## src/rtl/lcdseq_pkg.sv

```systemverilog
// Package: shared field positions, register addresses and types for the
// i80 write sequencer. Assumes a 32-bit register word.
package lcdseq_pkg;
    localparam int PH_W = 4;

    // timing word layout
    localparam int TM_EN_BIT  = 0;
    localparam int TM_CSS_LSB = 16;
    localparam int TM_WRS_LSB = 12;
    localparam int TM_WRA_LSB = 8;
    localparam int TM_WRH_LSB = 4;

    // trigger control layout
    localparam int TC_MODE_BIT  = 0;
    localparam int TC_SW_BIT    = 1;
    localparam int TC_HWEN_BIT  = 3;
    localparam int TC_MASK_BIT  = 4;
    localparam int TC_PERTE_BIT = 31;

    // frame size layout
    localparam int SZ_H_LSB = 16;

    // word addresses
    localparam logic [1:0] ADDR_TIMING = 2'd0;
    localparam logic [1:0] ADDR_TRIG   = 2'd1;
    localparam logic [1:0] ADDR_SIZE   = 2'd2;
    localparam logic [1:0] ADDR_CLEAR  = 2'd3;

    typedef enum logic [2:0] {
        PH_IDLE = 3'd0,
        PH_CSS  = 3'd1,
        PH_WRS  = 3'd2,
        PH_WRA  = 3'd3,
        PH_WRH  = 3'd4
    } phase_e;

    typedef struct packed {
        logic [PH_W-1:0] css;
        logic [PH_W-1:0] wrs;
        logic [PH_W-1:0] wra;
        logic [PH_W-1:0] wrh;
    } phase_cfg_t;
endpackage

```

## src/rtl/lcdseq_cfg_regs.sv

```systemverilog
// Configuration registers.
// Holds the timing word, the trigger controls and the frame size. It also
// turns the software-command bit and the flag-clear bit into one-cycle
// pulses, delayed by one register stage. Assumes DIM_W < 16 so both size
// fields fit in their halves of the word.
module lcdseq_cfg_regs
    import lcdseq_pkg::*;
#(
    parameter int DIM_W = 11
) (
    input  logic             clk,
    input  logic             rst_n,
    input  logic             cfg_we,
    input  logic [1:0]       cfg_addr,
    input  logic [31:0]      cfg_wdata,
    output logic             if_en,
    output phase_cfg_t       tcfg,
    output logic             tmode,
    output logic             hw_en,
    output logic             te_mask,
    output logic             per_te,
    output logic [DIM_W-1:0] w_m1,
    output logic [DIM_W-1:0] h_m1,
    output logic             sw_pulse,
    output logic             clr_pulse
);
    logic unused_wdata;
    assign unused_wdata = ^cfg_wdata;

    // Register writes and command pulses.
    always_ff @(posedge clk) begin
        if (!rst_n) begin
            if_en     <= 1'b0;
            tcfg      <= '0;
            tmode     <= 1'b0;
            hw_en     <= 1'b0;
            te_mask   <= 1'b0;
            per_te    <= 1'b0;
            w_m1      <= '0;
            h_m1      <= '0;
            sw_pulse  <= 1'b0;
            clr_pulse <= 1'b0;
        end else begin
            sw_pulse  <= 1'b0;
            clr_pulse <= 1'b0;
            if (cfg_we) begin
                case (cfg_addr)
                    ADDR_TIMING: begin
                        if_en    <= cfg_wdata[TM_EN_BIT];
                        tcfg.css <= cfg_wdata[TM_CSS_LSB +: PH_W];
                        tcfg.wrs <= cfg_wdata[TM_WRS_LSB +: PH_W];
                        tcfg.wra <= cfg_wdata[TM_WRA_LSB +: PH_W];
                        tcfg.wrh <= cfg_wdata[TM_WRH_LSB +: PH_W];
                    end
                    ADDR_TRIG: begin
                        tmode    <= cfg_wdata[TC_MODE_BIT];
                        hw_en    <= cfg_wdata[TC_HWEN_BIT];
                        te_mask  <= cfg_wdata[TC_MASK_BIT];
                        per_te   <= cfg_wdata[TC_PERTE_BIT];
                        sw_pulse <= cfg_wdata[TC_SW_BIT];
                    end
                    ADDR_SIZE: begin
                        w_m1 <= cfg_wdata[DIM_W-1:0];
                        h_m1 <= cfg_wdata[SZ_H_LSB +: DIM_W];
                    end
                    default: clr_pulse <= cfg_wdata[0];
                endcase
            end
        end
    end
endmodule

```

## src/rtl/lcdseq_trig.sv

```systemverilog
// Trigger arbiter.
// Decides when a frame starts, from the software command and the
// tearing-effect edge. Holds the triggering state from the start of a frame
// until the frame-done flag is cleared, and drops every trigger in between.
// Assumes te_in is already synchronous to clk.
module lcdseq_trig (
    input  logic clk,
    input  logic rst_n,
    input  logic tmode,
    input  logic hw_en,
    input  logic te_mask,
    input  logic per_te,
    input  logic if_en,
    input  logic sw_pulse,
    input  logic clr_pulse,
    input  logic te_in,
    input  logic frame_end,
    output logic start,
    output logic trig_state,
    output logic done_flag
);
    logic te_q;
    logic sw_pend;
    logic te_hit;
    logic go_ok;

    always_comb begin
        te_hit = hw_en & ~te_mask & te_in & ~te_q;
        go_ok  = tmode & if_en & ~trig_state;
        start  = go_ok & ((sw_pulse & ~hw_en) | (te_hit & (per_te | sw_pend)));
    end

    // Delay te_in by one cycle for edge detection.
    always_ff @(posedge clk) begin
        if (!rst_n) te_q <= 1'b0;
        else        te_q <= te_in;
    end

    // Arm a software request that waits for the next tearing-effect edge.
    always_ff @(posedge clk) begin
        if (!rst_n)                 sw_pend <= 1'b0;
        else if (start || !hw_en)   sw_pend <= 1'b0;
        else if (sw_pulse && go_ok) sw_pend <= 1'b1;
    end

    // Triggering state: entered on start, left on a clear of a pending flag.
    always_ff @(posedge clk) begin
        if (!rst_n)                                        trig_state <= 1'b0;
        else if (start)                                    trig_state <= 1'b1;
        else if (clr_pulse && done_flag && !frame_end)     trig_state <= 1'b0;
    end

    // Frame-done flag: set at frame end, cleared by a write of 1.
    always_ff @(posedge clk) begin
        if (!rst_n)         done_flag <= 1'b0;
        else if (frame_end) done_flag <= 1'b1;
        else if (clr_pulse) done_flag <= 1'b0;
    end


    done_rise_chk: assert property (@(posedge clk) disable iff (!rst_n)
        $rose(done_flag) |-> $past(frame_end))
        else $error("done flag rose without a frame end");


    trig_leave_chk: assert property (@(posedge clk) disable iff (!rst_n)
        $fell(trig_state) |-> ($past(done_flag) && $past(clr_pulse)))
        else $error("triggering state left without a flag clear");
endmodule

```

## src/rtl/lcdseq_phase.sv

```systemverilog
// Write-cycle sequencer.
// Takes pixels from the stream one at a time and steps each pixel through
// the chip-select setup, write setup, write active and write hold phases.
// Counts the pixels of the frame and flags the end of the last write.
// Assumes start is only given while no frame is active. Timing and size are
// captured at start.
module lcdseq_phase
    import lcdseq_pkg::*;
#(
    parameter int DATA_W = 18,
    parameter int DIM_W  = 11
) (
    input  logic              clk,
    input  logic              rst_n,
    input  logic              start,
    input  logic              if_en,
    input  phase_cfg_t        tcfg,
    input  logic [DIM_W-1:0]  w_m1,
    input  logic [DIM_W-1:0]  h_m1,
    input  logic              pix_valid,
    input  logic [DATA_W-1:0] pix_data,
    output logic              pix_ready,
    output logic              lcd_cs_n,
    output logic              lcd_wr_n,
    output logic              lcd_rs,
    output logic [DATA_W-1:0] lcd_data,
    output logic              frame_end,
    output logic              active
);
    localparam logic [DIM_W-1:0] DIM_ONE = 1;
    localparam logic [PH_W-1:0]  CNT_ONE = 1;

    phase_e            state;
    logic [PH_W-1:0]   cnt;
    phase_cfg_t        cfg_q;
    logic [DIM_W-1:0]  w_q, h_q, col, row;
    logic              last_q;
    logic              active_q;
    logic [DATA_W-1:0] data_q;
    logic              accept;
    logic              phase_done;

    assign phase_done = (cnt == '0);
    assign pix_ready  = active_q && (state == PH_IDLE) && if_en;
    assign accept     = pix_ready && pix_valid;
    assign frame_end  = (state == PH_WRH) && phase_done && last_q;
    assign lcd_cs_n   = (state == PH_IDLE);
    assign lcd_wr_n   = (state != PH_WRA);
    assign lcd_rs     = active_q;
    assign lcd_data   = data_q;
    assign active     = active_q;

    // Capture timing and frame size when the frame starts.
    always_ff @(posedge clk) begin
        if (!rst_n) begin
            cfg_q <= '0;
            w_q   <= '0;
            h_q   <= '0;
        end else if (start) begin
            cfg_q <= tcfg;
            w_q   <= w_m1;
            h_q   <= h_m1;
        end
    end

    // Frame activity: from start to the end of the last write.
    always_ff @(posedge clk) begin
        if (!rst_n)         active_q <= 1'b0;
        else if (start)     active_q <= 1'b1;
        else if (frame_end) active_q <= 1'b0;
    end

    // Column/row position and last-pixel marker.
    always_ff @(posedge clk) begin
        if (!rst_n) begin
            col    <= '0;
            row    <= '0;
            last_q <= 1'b0;
        end else if (start) begin
            col    <= '0;
            row    <= '0;
            last_q <= 1'b0;
        end else if (accept) begin
            last_q <= (col == w_q) && (row == h_q);
            if (col == w_q) begin
                col <= '0;
                row <= row + DIM_ONE;
            end else begin
                col <= col + DIM_ONE;
            end
        end
    end

    // Phase state machine and per-phase cycle counter.
    always_ff @(posedge clk) begin
        if (!rst_n) begin
            state <= PH_IDLE;
            cnt   <= '0;
        end else begin
            case (state)
                PH_IDLE: if (accept) begin
                    state <= PH_CSS;
                    cnt   <= cfg_q.css;
                end
                PH_CSS: if (phase_done) begin
                    state <= PH_WRS;
                    cnt   <= cfg_q.wrs;
                end else cnt <= cnt - CNT_ONE;
                PH_WRS: if (phase_done) begin
                    state <= PH_WRA;
                    cnt   <= cfg_q.wra;
                end else cnt <= cnt - CNT_ONE;
                PH_WRA: if (phase_done) begin
                    state <= PH_WRH;
                    cnt   <= cfg_q.wrh;
                end else cnt <= cnt - CNT_ONE;
                PH_WRH: if (phase_done) begin
                    state <= PH_IDLE;
                end else cnt <= cnt - CNT_ONE;
                default: state <= PH_IDLE;
            endcase
        end
    end

    // Pixel holding register for the bus.
    always_ff @(posedge clk) begin
        if (!rst_n)      data_q <= '0;
        else if (accept) data_q <= pix_data;
    end


    wr_in_cs_chk: assert property (@(posedge clk) disable iff (!rst_n)
        !lcd_wr_n |-> (!lcd_cs_n && lcd_rs))
        else $error("write strobe outside chip select");


    data_hold_chk: assert property (@(posedge clk) disable iff (!rst_n)
        (!lcd_cs_n && $past(!lcd_cs_n)) |-> $stable(lcd_data))
        else $error("data changed during a write cycle");


    cs_needs_en_chk: assert property (@(posedge clk) disable iff (!rst_n)
        $fell(lcd_cs_n) |-> $past(if_en))
        else $error("write started while interface disabled");


    capture_chk: assert property (@(posedge clk) disable iff (!rst_n)
        (pix_valid && pix_ready) |=> (lcd_data == $past(pix_data)))
        else $error("accepted pixel not placed on the bus");


    start_idle_chk: assert property (@(posedge clk) disable iff (!rst_n)
        start |-> !active_q)
        else $error("start while a frame is active");
endmodule

```

## src/rtl/lcd_i80_writer.sv

```systemverilog
// Top level of the i80 write sequencer.
// Connects the register block, the trigger arbiter and the write-cycle
// sequencer. The frame-done flag drives done_irq directly.
module lcd_i80_writer
    import lcdseq_pkg::*;
#(
    parameter int DATA_W = 18,
    parameter int DIM_W  = 11
) (
    input  logic              clk,
    input  logic              rst_n,
    input  logic              cfg_we,
    input  logic [1:0]        cfg_addr,
    input  logic [31:0]       cfg_wdata,
    input  logic              te_in,
    input  logic              pix_valid,
    input  logic [DATA_W-1:0] pix_data,
    output logic              pix_ready,
    output logic              lcd_cs_n,
    output logic              lcd_wr_n,
    output logic              lcd_rs,
    output logic [DATA_W-1:0] lcd_data,
    output logic              done_irq
);
    logic             if_en, tmode, hw_en, te_mask, per_te;
    logic             sw_pulse, clr_pulse;
    logic             start, trig_state, done_flag, frame_end, active;
    phase_cfg_t       tcfg;
    logic [DIM_W-1:0] w_m1, h_m1;

    lcdseq_cfg_regs #(.DIM_W(DIM_W)) u_regs (
        .clk(clk), .rst_n(rst_n),
        .cfg_we(cfg_we), .cfg_addr(cfg_addr), .cfg_wdata(cfg_wdata),
        .if_en(if_en), .tcfg(tcfg), .tmode(tmode), .hw_en(hw_en),
        .te_mask(te_mask), .per_te(per_te), .w_m1(w_m1), .h_m1(h_m1),
        .sw_pulse(sw_pulse), .clr_pulse(clr_pulse)
    );

    lcdseq_trig u_trig (
        .clk(clk), .rst_n(rst_n),
        .tmode(tmode), .hw_en(hw_en), .te_mask(te_mask), .per_te(per_te),
        .if_en(if_en), .sw_pulse(sw_pulse), .clr_pulse(clr_pulse),
        .te_in(te_in), .frame_end(frame_end),
        .start(start), .trig_state(trig_state), .done_flag(done_flag)
    );

    lcdseq_phase #(.DATA_W(DATA_W), .DIM_W(DIM_W)) u_phase (
        .clk(clk), .rst_n(rst_n),
        .start(start), .if_en(if_en), .tcfg(tcfg),
        .w_m1(w_m1), .h_m1(h_m1),
        .pix_valid(pix_valid), .pix_data(pix_data), .pix_ready(pix_ready),
        .lcd_cs_n(lcd_cs_n), .lcd_wr_n(lcd_wr_n), .lcd_rs(lcd_rs),
        .lcd_data(lcd_data), .frame_end(frame_end), .active(active)
    );

    assign done_irq = done_flag;


    active_in_trig_chk: assert property (@(posedge clk) disable iff (!rst_n)
        active |-> trig_state)
        else $error("sequencer active outside the triggering state");
endmodule

```

## config.mk

```make
export PLATFORM = sky130hd
export DESIGN_NAME = lcd_i80_writer
export DESIGN_NICKNAME = d
export VERILOG_FILES = /design/src/rtl/lcdseq_pkg.sv /design/src/rtl/lcdseq_cfg_regs.sv /design/src/rtl/lcdseq_trig.sv /design/src/rtl/lcdseq_phase.sv /design/src/rtl/lcd_i80_writer.sv
export SDC_FILE = /design/constraint.sdc
export NUM_CORES = 1
export LEC_CHECK = 0
export ABC_AREA = 1
export BUFFER_PORTS_ARGS = -buffer_cell sky130_fd_sc_hd__buf_2
export CAP_MARGIN = 20
export CORE_MARGIN = 10
export CORE_UTILIZATION = 35
export CTS_BUF_LIST = sky130_fd_sc_hd__clkbuf_16
export CTS_CLUSTER_SIZE = 8
export DETAILED_ROUTE_END_ITERATION = 12
export SYNTH_ARGS = -nofsm -noshare
export SYNTH_HDL_FRONTEND = slang
export SYNTH_SLANG_ARGS = --single-unit
export TNS_END_PERCENT = 20
```

## constraint.sdc

```tcl
create_clock -name clk -period 2.4 [get_ports clk]
set_input_delay 0.12 -clock clk [delete_from_list [all_inputs] [get_ports clk]]
set_output_delay 0.12 -clock clk [all_outputs]
set_load 0.005 [all_outputs]
```

# Word-level counts from Yosys, hierarchy flattened
# Cells that the tools add are included.
# totals
register_bits	136
input_bits	57
output_inout_bits	23
# op_classes
n_addsub	3
eq_ne	15
muxes	19
bitwise	16
n_reduce_logical	29
# ops
cell	count
$add 11x1->11 const B	2
$eq 11x11->1	2
$mux 4	5
$pmux 4 s5	1
$mux 3	5
$pmux 3 s5	1
$mux 11	1
$ne 2x1->1 const B	5
$logic_and 1x1->1	9
$and 1x1->1	8
$reduce_and 2->1	4
$eq 3x2->1 const B	2
$mux 1	6
$not 1->1	6
$reduce_and 3->1	2
$reduce_bool 2->1	3
$reduce_and 5->1	1
$reduce_bool 5->1	1
$reduce_or 5->1	1
$logic_not 4->1	1
$reduce_or 2->1	2
$sub 4x1->4 const B	1
$eq 3x1->1 const B	1
$eq 3x3->1 const B	1
9 further kinds	11

# Depth between registers and ports, before layout
# Gate-level depths: netlist of run 1.
# depth
ltp_word	9
depth_mapped	10

# By module
# From an unflattened synthesis of run 1, not the netlist that was laid out.
# unflattened
hier_cells	949
hier_area_um2	6389.9
# by_module_without_submodules
module	n_inst	cells_each	area_each_um2
lcdseq_phase	1	633	4275.4
lcdseq_cfg_regs	1	285	1900.6
lcdseq_trig	1	31	214.0

# Worst setup path after synthesis of run 1
# No wires, ideal clock.
# synth_timing
path_type	reg2reg
startpoint	register u_phase.state[2]
endpoint	register u_phase.col[7]
arrival_time_ps	1242
t_required_ps	2282
path_slack_ps	1040
path_stages_with_launch	10
n_path_buf	1
synth_period_minus_slack_ps	1360
cell_sequence	dfxtp_1 > buf_2 > inv_2 > nand2_2 > nor2_2 > nand2_4 > nor2_4 > nand2_1 > nand2_2 > nor2_1
# synth_via
elab_chain_len	4
# synth_rtl
item	line	rtl
start: declaration	lcdseq_phase.sv:33	phase_e state;
start signal: assignment	lcdseq_phase.sv:97	state <= PH_IDLE;
start signal: assignment	lcdseq_phase.sv:102	state <= PH_CSS;
start signal: assignment	lcdseq_phase.sv:106	state <= PH_WRS;
$logic_not 3->1	lcdseq_phase.sv:44	assign pix_ready = active_q && (state == PH_IDLE) && if_en;
$logic_and 1x1->1 (2 in a row)	lcdseq_phase.sv:44	
named net pix_ready	lcd_i80_writer.sv:18	output logic pix_ready,
$logic_and 1x1->1	lcdseq_phase.sv:45	assign accept = pix_ready && pix_valid;
end signal: assignment	lcdseq_phase.sv:89	col <= col + DIM_ONE;
end: declaration	lcdseq_phase.sv:36	logic [DIM_W-1:0] w_q, h_q, col, row;
# The timed path passes the listed nets, and every way through them passes these cells.
# A chain may end at the register's enable or synchronous reset.

# Worst setup path after layout of run 1
# layout_timing
startpoint	register u_phase.cnt[0]
endpoint	register u_phase.cnt[3]
# layout_via
elab_chain_len	3
elab_cells_between_ends	9
classes_between	1 x add/sub; 1 x eq/ne; 5 x mux; 2 x reduce/logical
# layout_rtl
item	line	rtl
start: declaration	lcdseq_phase.sv:34	logic [PH_W-1:0] cnt;
start signal: assignment	lcdseq_phase.sv:103	cnt <= cfg_q.css;
start signal: assignment	lcdseq_phase.sv:107	cnt <= cfg_q.wrs;
start signal: assignment	lcdseq_phase.sv:108	end else cnt <= cnt - CNT_ONE;
$sub 4x1->4 / $logic_not 4->1 (equally long branches)	n/a	
$mux 4 (tied with other cells)	lcdseq_phase.sv:117	PH_WRH: if (phase_done) begin
$pmux 4 s5 / $reduce_and 3->1 (equally long branches)	n/a	
# Several ways; a longest one is shown, not always the timed one. The select of a mux whose other input is x is not followed.

==> results of run 1 <==
-- worst max-delay path by stage --
| stage | cells after the start | slack, ps | end |
|---|---|---|---|
| floorplan | 9 | 1040 | u_phase.col[7] |
| global placement | 9 | 670 | u_phase.cnt[3] |
| detailed placement | 8 | 620 | u_phase.h_q[5] |
| CTS | 8 | 600 | u_phase.w_q[6] |
| global route | 9 | 370 | u_phase.cnt[3] |
| finish | 9 | 600 | u_phase.cnt[3] |
-- power by group --
part | switching (uW) | internal (uW) | leakage, uW
Combinational | 648 | 359 | 0.00177
Clock | 975 | 1720 | 0.000302
Sequential | 75.0 | 2350 | 0.00110
-- area by class of cell --
type	instances	area, sq um	area share
timing repair buffer	125	858	0.114
inverter	89	335	0.0446
clock buffer	17	425	0.0565
clock inverter	15	185	0.0246
sequential	136	2720	0.362
multi-input combinational	561	2720	0.362
tap	220	275	0.0366
-- through the flow --
stage	total power, uW	instances	cell area (sq um)	worst slack (ps)
after global placement	3420	1088	6480	671
after detailed placement	3420	1088	6480	622
after global routing	6460	1163	7520	369
after CTS	6190	1163	7520	599
final	6130	1163	7520	597
after floorplan	3190	822	5950	1040
-- state kept, by name (all words and copies together) (netlist names), 3 cells and up --
name,cells
u_phase.col,11
u_phase.w_q,11
u_phase.state,3
u_regs.h_m1,11
u_phase.cfg_q,16
u_phase.row,11
u_regs.w_m1,11
u_phase.h_q,11
u_phase.lcd_data,18
u_phase.cnt,4
u_regs.tcfg,16
-- Yosys cell counts, drive strengths merged --
master / n
nand3: 29
nand3b: 2
nor3: 5
dfxtp: 136
clkinv: 2
ha: 4
o211a: 1
a21oi: 72
inv: 87
o21ai: 122
xnor2: 15
o211ai: 1
o21bai: 1
a31o: 1
clkbuf: 21
xor2: 6
nand4: 21
nand2: 122
nor2: 159
buf: 15
-- worst max-delay path: cells and delay by family, from the launching register on --
kind                     cells  cell delay, ps
AO/OA/AOI/OAI                3             440
AND/OR/NAND/NOR              2             420
buffers and inverters        3             340
flip-flops                   1             330
adder cells (fa/ha/maj)      1             200
-- cells by family after synthesis --
group | after synthesis | share of synthesized area
and+or+nand+nor | 338 | 0.249
AOI/OAI and AO/OA | 198 | 0.170
DFF | 136 | 0.458
buffers and inverters | 125 | 0.0844
xor gates and xnor gates | 21 | 0.0309
adders and majority gates | 4 | 0.00842
-- per-layer routing --
| layer | share of wire | track usage | wire, um |
|---|---|---|---|
| met4 | 0.012 | 0.0428 | 174 |
| met5 | 0 | 0 | 0 |
| met3 | 0.047 | 0.0357 | 685 |
| met1 | 0.50 | 0.178 | 7310 |
| met2 | 0.44 | 0.201 | 6530 |
==> summary.md, run 1 <==
| Metric | Value |
|---|---|
| Cell taking the most area after synthesis | `dfxtp_1` |
| Gate Count Post-Synth | `822` |
| Area contributors post-synth | `dfxtp_1 46%, o21ai_0 10%, nor2_1 9.5%` |
| CP Launch Type | `flip-flop` |
| Critical Path RT | `2750 ps` |
| Gr ovfl total | `0` |
| Worst Setup SP | `u_phase.cnt[0]` |
| Row count | `47` |
| DR pass1 iterations | `5` |
| Critical-path cell list | `inv_1 -> ha_1 -> nand3_1 -> inv_1 -> o21ai_0 -> nand2_2 -> inv_2 -> o21ai_0 -> a21oi_1` |
| Post-CTS Resized | `0` |
| CP max stage delay | `330 ps` |
| Clock-pin slew on the worst setup and hold paths | `60 ps` |
| Status | `completed` |
| Die height | `150 um` |
| Hold depth | `3` |
| Share of layout cells above drive strength 1 | `0.144` |
| Vias | `5357` |
| DRT antenna net count | `0` |
| Post-CTS Setup Inserts | `0` |
| Synth cell types | `36` |
| Fmax | `0.555 GHz` |
| Tcrit/Tclk final | `0.751` |
| CP Class | `flip-flop to flip-flop` |
| First-pass GRT wire length | `24.4 mm` |
| Max-Cap Viols | `0` |
| CTS tree | `built` |
| Slew @ Worst Pin | `847 ps` |
| Largest net degree at the start of global routing | `105` |
| GRT Resource Usage Total | `0.132` |
| Final net count | `991` |
| Total die area | `0.0226 sq mm` |
| DRC violations left | `0` |
| CTS H-Tree Depth | `4` |
| Leakage | `0.00317 uW` |
| Power Dens Cells | `815 mW/mm^2` |
| Clk_lat worst skew | `420 ps` |
| Cells on worst reg2reg path | `9` |
| Hold Crit Start | `cfg_wdata[26]` |
| Synthesis-to-layout area growth | `26.5%` |
| Yosys warning count | `0` |
| CTS Sinks | `136` |
| Slowest CP cell | `dfxtp_1` |
| Pins Over Slew Limit | `0` |
| Commonest non-fill, non-tap cells in the layout | `150 x nor2_1, 136 x dfxtp_1, 120 x o21ai_0, 116 x nand2_1, 86 x inv_1` |
| N_diodes | `0` |
| Mapped cell area | `0.00595 sq mm` |
| Post-route minimum period | `1800 ps` |
| Synth top area share | `0.458` |
| Final wirelength | `14.7 mm` |
| Die W | `150 um` |
| Seq/Total Area, Yosys | `0.458` |
| Setup TNS | `0 ps` |
| Initial antenna violation count | `0` |
| Vias in the first global route | `4934` |
| RR Endpoint | `u_phase.cnt[3]` |
| Most common library cell in the layout ignoring fill and taps | `nor2_1` |
| 1st-iter DRT viols | `309` |
| Setup slack, reg-to-reg | `600 ps` |
| # IOs | `80` |
| Core ar. | `0.0166 sq mm` |
| Final hold violation count | `0` |
| Post-route clock skew | `8.96 ps` |
| WL/cell | `12.6 um` |
| Gp weighted congestion | `0.800` |
| RSZ-0062 raised after global routing | `no` |
| Dpl hpwl | `10.0 mm` |
| Initial Utilization | `0.357` |
| Hold_ws | `14.1 ps` |
| Worst-case clock buffer depth | `2` |
| Register bit total from synthesis | `136` |
| Fill cell count | `1698` |
| Worst min-delay path class | `input port to flip-flop` |
| Hold buffer count at CTS | `43` |
| Avg Inst Size Synth | `7.23 sq um` |
| Mapped Nets | `883` |
| CP Max Fanout | `12` |
| Final core utilization | `0.452` |
| Vias per cell | `4.61` |
| Largest vdd supply drop | `0.000622 V` |
| CTS Buf Count | `17` |
| Hold endpoint | `u_regs.h_m1[10]` |
| PortBufs | `75` |
| Reg2reg start | `u_phase.cnt[0]` |
| Relative slew margins | `0.435` |
| CP Capture Type | `flip-flop` |
| Clk root buf | `clkbuf_16` |
| Setup violators final | `0` |
| CP Data Arrival Time | `2150 ps` |
No activity file was read; power rests on OpenSTA's default activity.
==> run 2: changes to the inputs <==
- ABC_AREA: 1 -> 0
- clock period: 2.4 -> 1.7 ns (I/O delays scaled with it)
==> summary.md, run 2 <==
| Metric | Value |
|---|---|
| Cell taking the most area after synthesis | `dfxtp_1` |
| Gp weighted congestion | `0.818` |
| CTS tree | `built` |
| Violated checks | `setup timing` |
| Die W | `149 um` |
| Share of layout cells above drive strength 1 | `0.215` |
| Row count | `46` |
| Mapped Nets | `752` |
| CTS Sinks | `136` |
| Ys flop type | `dfxtp_1` |
| Post-route clock skew | `8.01 ps` |
| Initial antenna violation count | `0` |
| Final wirelength | `14.9 mm` |
| Vias per cell | `4.68` |
| Seq/Total Area, Yosys | `0.470` |
| # IOs | `80` |
| Pins Over Slew Limit | `0` |
| Worst min-delay path class | `input port to flip-flop` |
| CTS H-Tree Depth | `4` |
| Count leader, synth | `nand2_1` |
| DRT antenna net count | `0` |
| Critical Path RT | `2050 ps` |
| Clock-pin slew on the worst setup and hold paths | `60 ps` |
| Post-route minimum period | `1860 ps` |
| Max-Cap Viols | `0` |
| Async set or reset register ratio after synthesis | `0` |
| CP Capture Type | `flip-flop` |
| Setup violators final | `10` |
| Mapped cell area | `0.00579 sq mm` |
| Yosys warning count | `0` |
| CP Max Fanout | `13` |
| Synth top area share | `0.470` |
| Clk root buf | `clkbuf_16` |
| Vias | `5050` |
| Avg Inst Size Synth | `8.38 sq um` |
| Initial Utilization | `0.360` |
| Total die area | `0.0221 sq mm` |
| Tcrit/Tclk final | `1.09` |
| Slew @ Worst Pin | `437 ps` |
| Area contributors post-synth | `dfxtp_1 47%, nand2_1 14%, a21boi_0 11%` |
| Status | `finished, violations left` |
| Setup TNS | `-1040 ps` |
| Clk_lat worst skew | `420 ps` |
| Hold Crit Start | `cfg_addr[0]` |
| Core ar. | `0.0161 sq mm` |
| N_diodes | `0` |
| GRT Resource Usage Total | `0.136` |
| Synth cell types | `45` |
| Largest vdd supply drop | `0.000775 V` |
| Commonest non-fill, non-tap cells in the layout | `218 x nand2_1, 134 x dfxtp_1, 85 x a21boi_0, 74 x buf_2, 51 x dlygate4sd3_1` |
| CP Launch Type | `flip-flop` |
| Register bit total from synthesis | `136` |
| Final net count | `910` |
| Setup slack after layout | `-156 ps` |
| PortBufs | `75` |
| EDFF count, synth | `0` |
| CP Data Arrival Time | `2210 ps` |
| CTS Buf Count | `17` |
| Dpl hpwl | `10.3 mm` |
| Worst Setup SP | `u_phase.w_q[2]` |
| 1st-iter DRT viols | `245` |
| Design area | `0.00792 sq mm` |
| Largest net degree at the start of global routing | `61` |
| CP Class | `flip-flop to flip-flop` |
| Gr ovfl total | `0` |
| Fmax | `0.539 GHz` |
| DRC violations left | `0` |
| Placed inst area | `0.00672 sq mm` |
| Vias in the first global route | `4817` |
| Final hold violation count | `0` |
| DR pass1 iterations | `4` |
| Reg2reg start | `u_phase.w_q[2]` |
| Max reg flops | `18` |
| Die height | `149 um` |
| Synth top cells by count | `218 x nand2_1, 136 x dfxtp_1, 85 x a21boi_0` |
| Synthesis-to-layout area growth | `36.9%` |
| Most common library cell in the layout ignoring fill and taps | `nand2_1` |
| Final core utilization | `0.493` |
| Relative slew margins | `0.707` |
| RSZ-0062 raised after global routing | `yes` |
| Power Dens Cells | `1020 mW/mm^2` |
| Leakage | `0.00304 uW` |
| Worst-case clock buffer depth | `2` |
| Gate Count Post-Synth | `691` |
| First-pass GRT wire length | `24.3 mm` |
| Hold_ws | `70.0 ps` |
| WL/cell | `13.8 um` |
-- run 2: cell count changes after synthesis, sizes merged, moves of 13 or more --
cell    previous run  this run
nand4             21         8
nand2            122       218
a21boi             0        99
inv               87         6
a21oi             72        16
clkbuf            21        37
nand3             29        11
nor2             159        28
o21ai            122        10
-- run 2: area by class of cell --
type / count / area (sq um)
flip-flops and latches: 136 / 2730
inverters: 6 / 22.5
clock inverters: 15 / 138
clock buffers: 17 / 425
multi-input cells: 509 / 3000
repair buffers: 179 / 1340
well taps: 216 / 270
fillers: 1516 / 8140
-- run 2: cell families (layout without fill, tap and decap cells) --
logic type | count (synthesis) | in the layout | synth area share
AO/OA/AOI/OAI | 146 | 146 | 0.179
adder cells (fa/ha/maj) | 4 | 4 | 0.00865
AND/OR/NAND/NOR | 315 | 315 | 0.243
buffers and inverters | 46 | 217 | 0.0311
XOR/XNOR | 35 | 35 | 0.0530
multiplexers | 9 | 9 | 0.0156
flip-flops | 136 | 136 | 0.470
-- run 2: final timing paths --
path / endpoint / slack (ps) / depth (start not counted)
max reg2reg: u_phase.row[9] / -160 / 6
min: u_regs.tcfg[6] / 70 / 4
min reg2reg: u_phase.lcd_data[12] / 450 / 2
max: u_phase.row[9] / -160 / 6
-- run 2: stage by stage --
step	total power (uW)	cells	worst slack (ps)
final	8080	1078	-156
after global routing	8450	1078	-233
after CTS	8110	1078	-159
after detailed placement	4440	993	-157
after global placement	4440	993	-110
after floorplan	4070	691	-32.6
-- run 2: timing repair --
| item | 4_1_cts | 5_1_grt |
|---|---|---|
| hold buffers | 51 | 0 |
| gates resized for setup | 10 | 20 |
| cloned | 0 | 0 |
| hold endpoints to repair | 66 | 0 |
| pin swaps | 8 | 6 |
| endpoints found under the setup margin | 14 | 19 |
| buffers inserted | 2 | 0 |
-- run 2: metal layers --
metal	track usage	share of wire	vias to the layer above
met1	0.172	0.47	2321
met2	0.218	0.47	72
li1	-	-	2639
met5	0	0	-
met4	0.0421	0.014	0
met3	0.0397	0.045	18
-- run 2: power breakdown --
group | switching [uW] | leakage [uW] | internal [uW] | total (uW)
combinational | 605 | 0.00166 | 634 | 1240
sequential | 50.2 | 0.00110 | 3270 | 3320
clock | 1390 | 0.000278 | 2130 | 3530
total | 2050 | 0.00304 | 6040 | 8080
-- run 2: critical path, cell delays in order, from the launching register on --
cell     delay, ps
dfxtp_2        330
xor2_1         170
nor4_1         300
nand4_1        160
buf_6          180
or4_4          510
a21oi_2        140
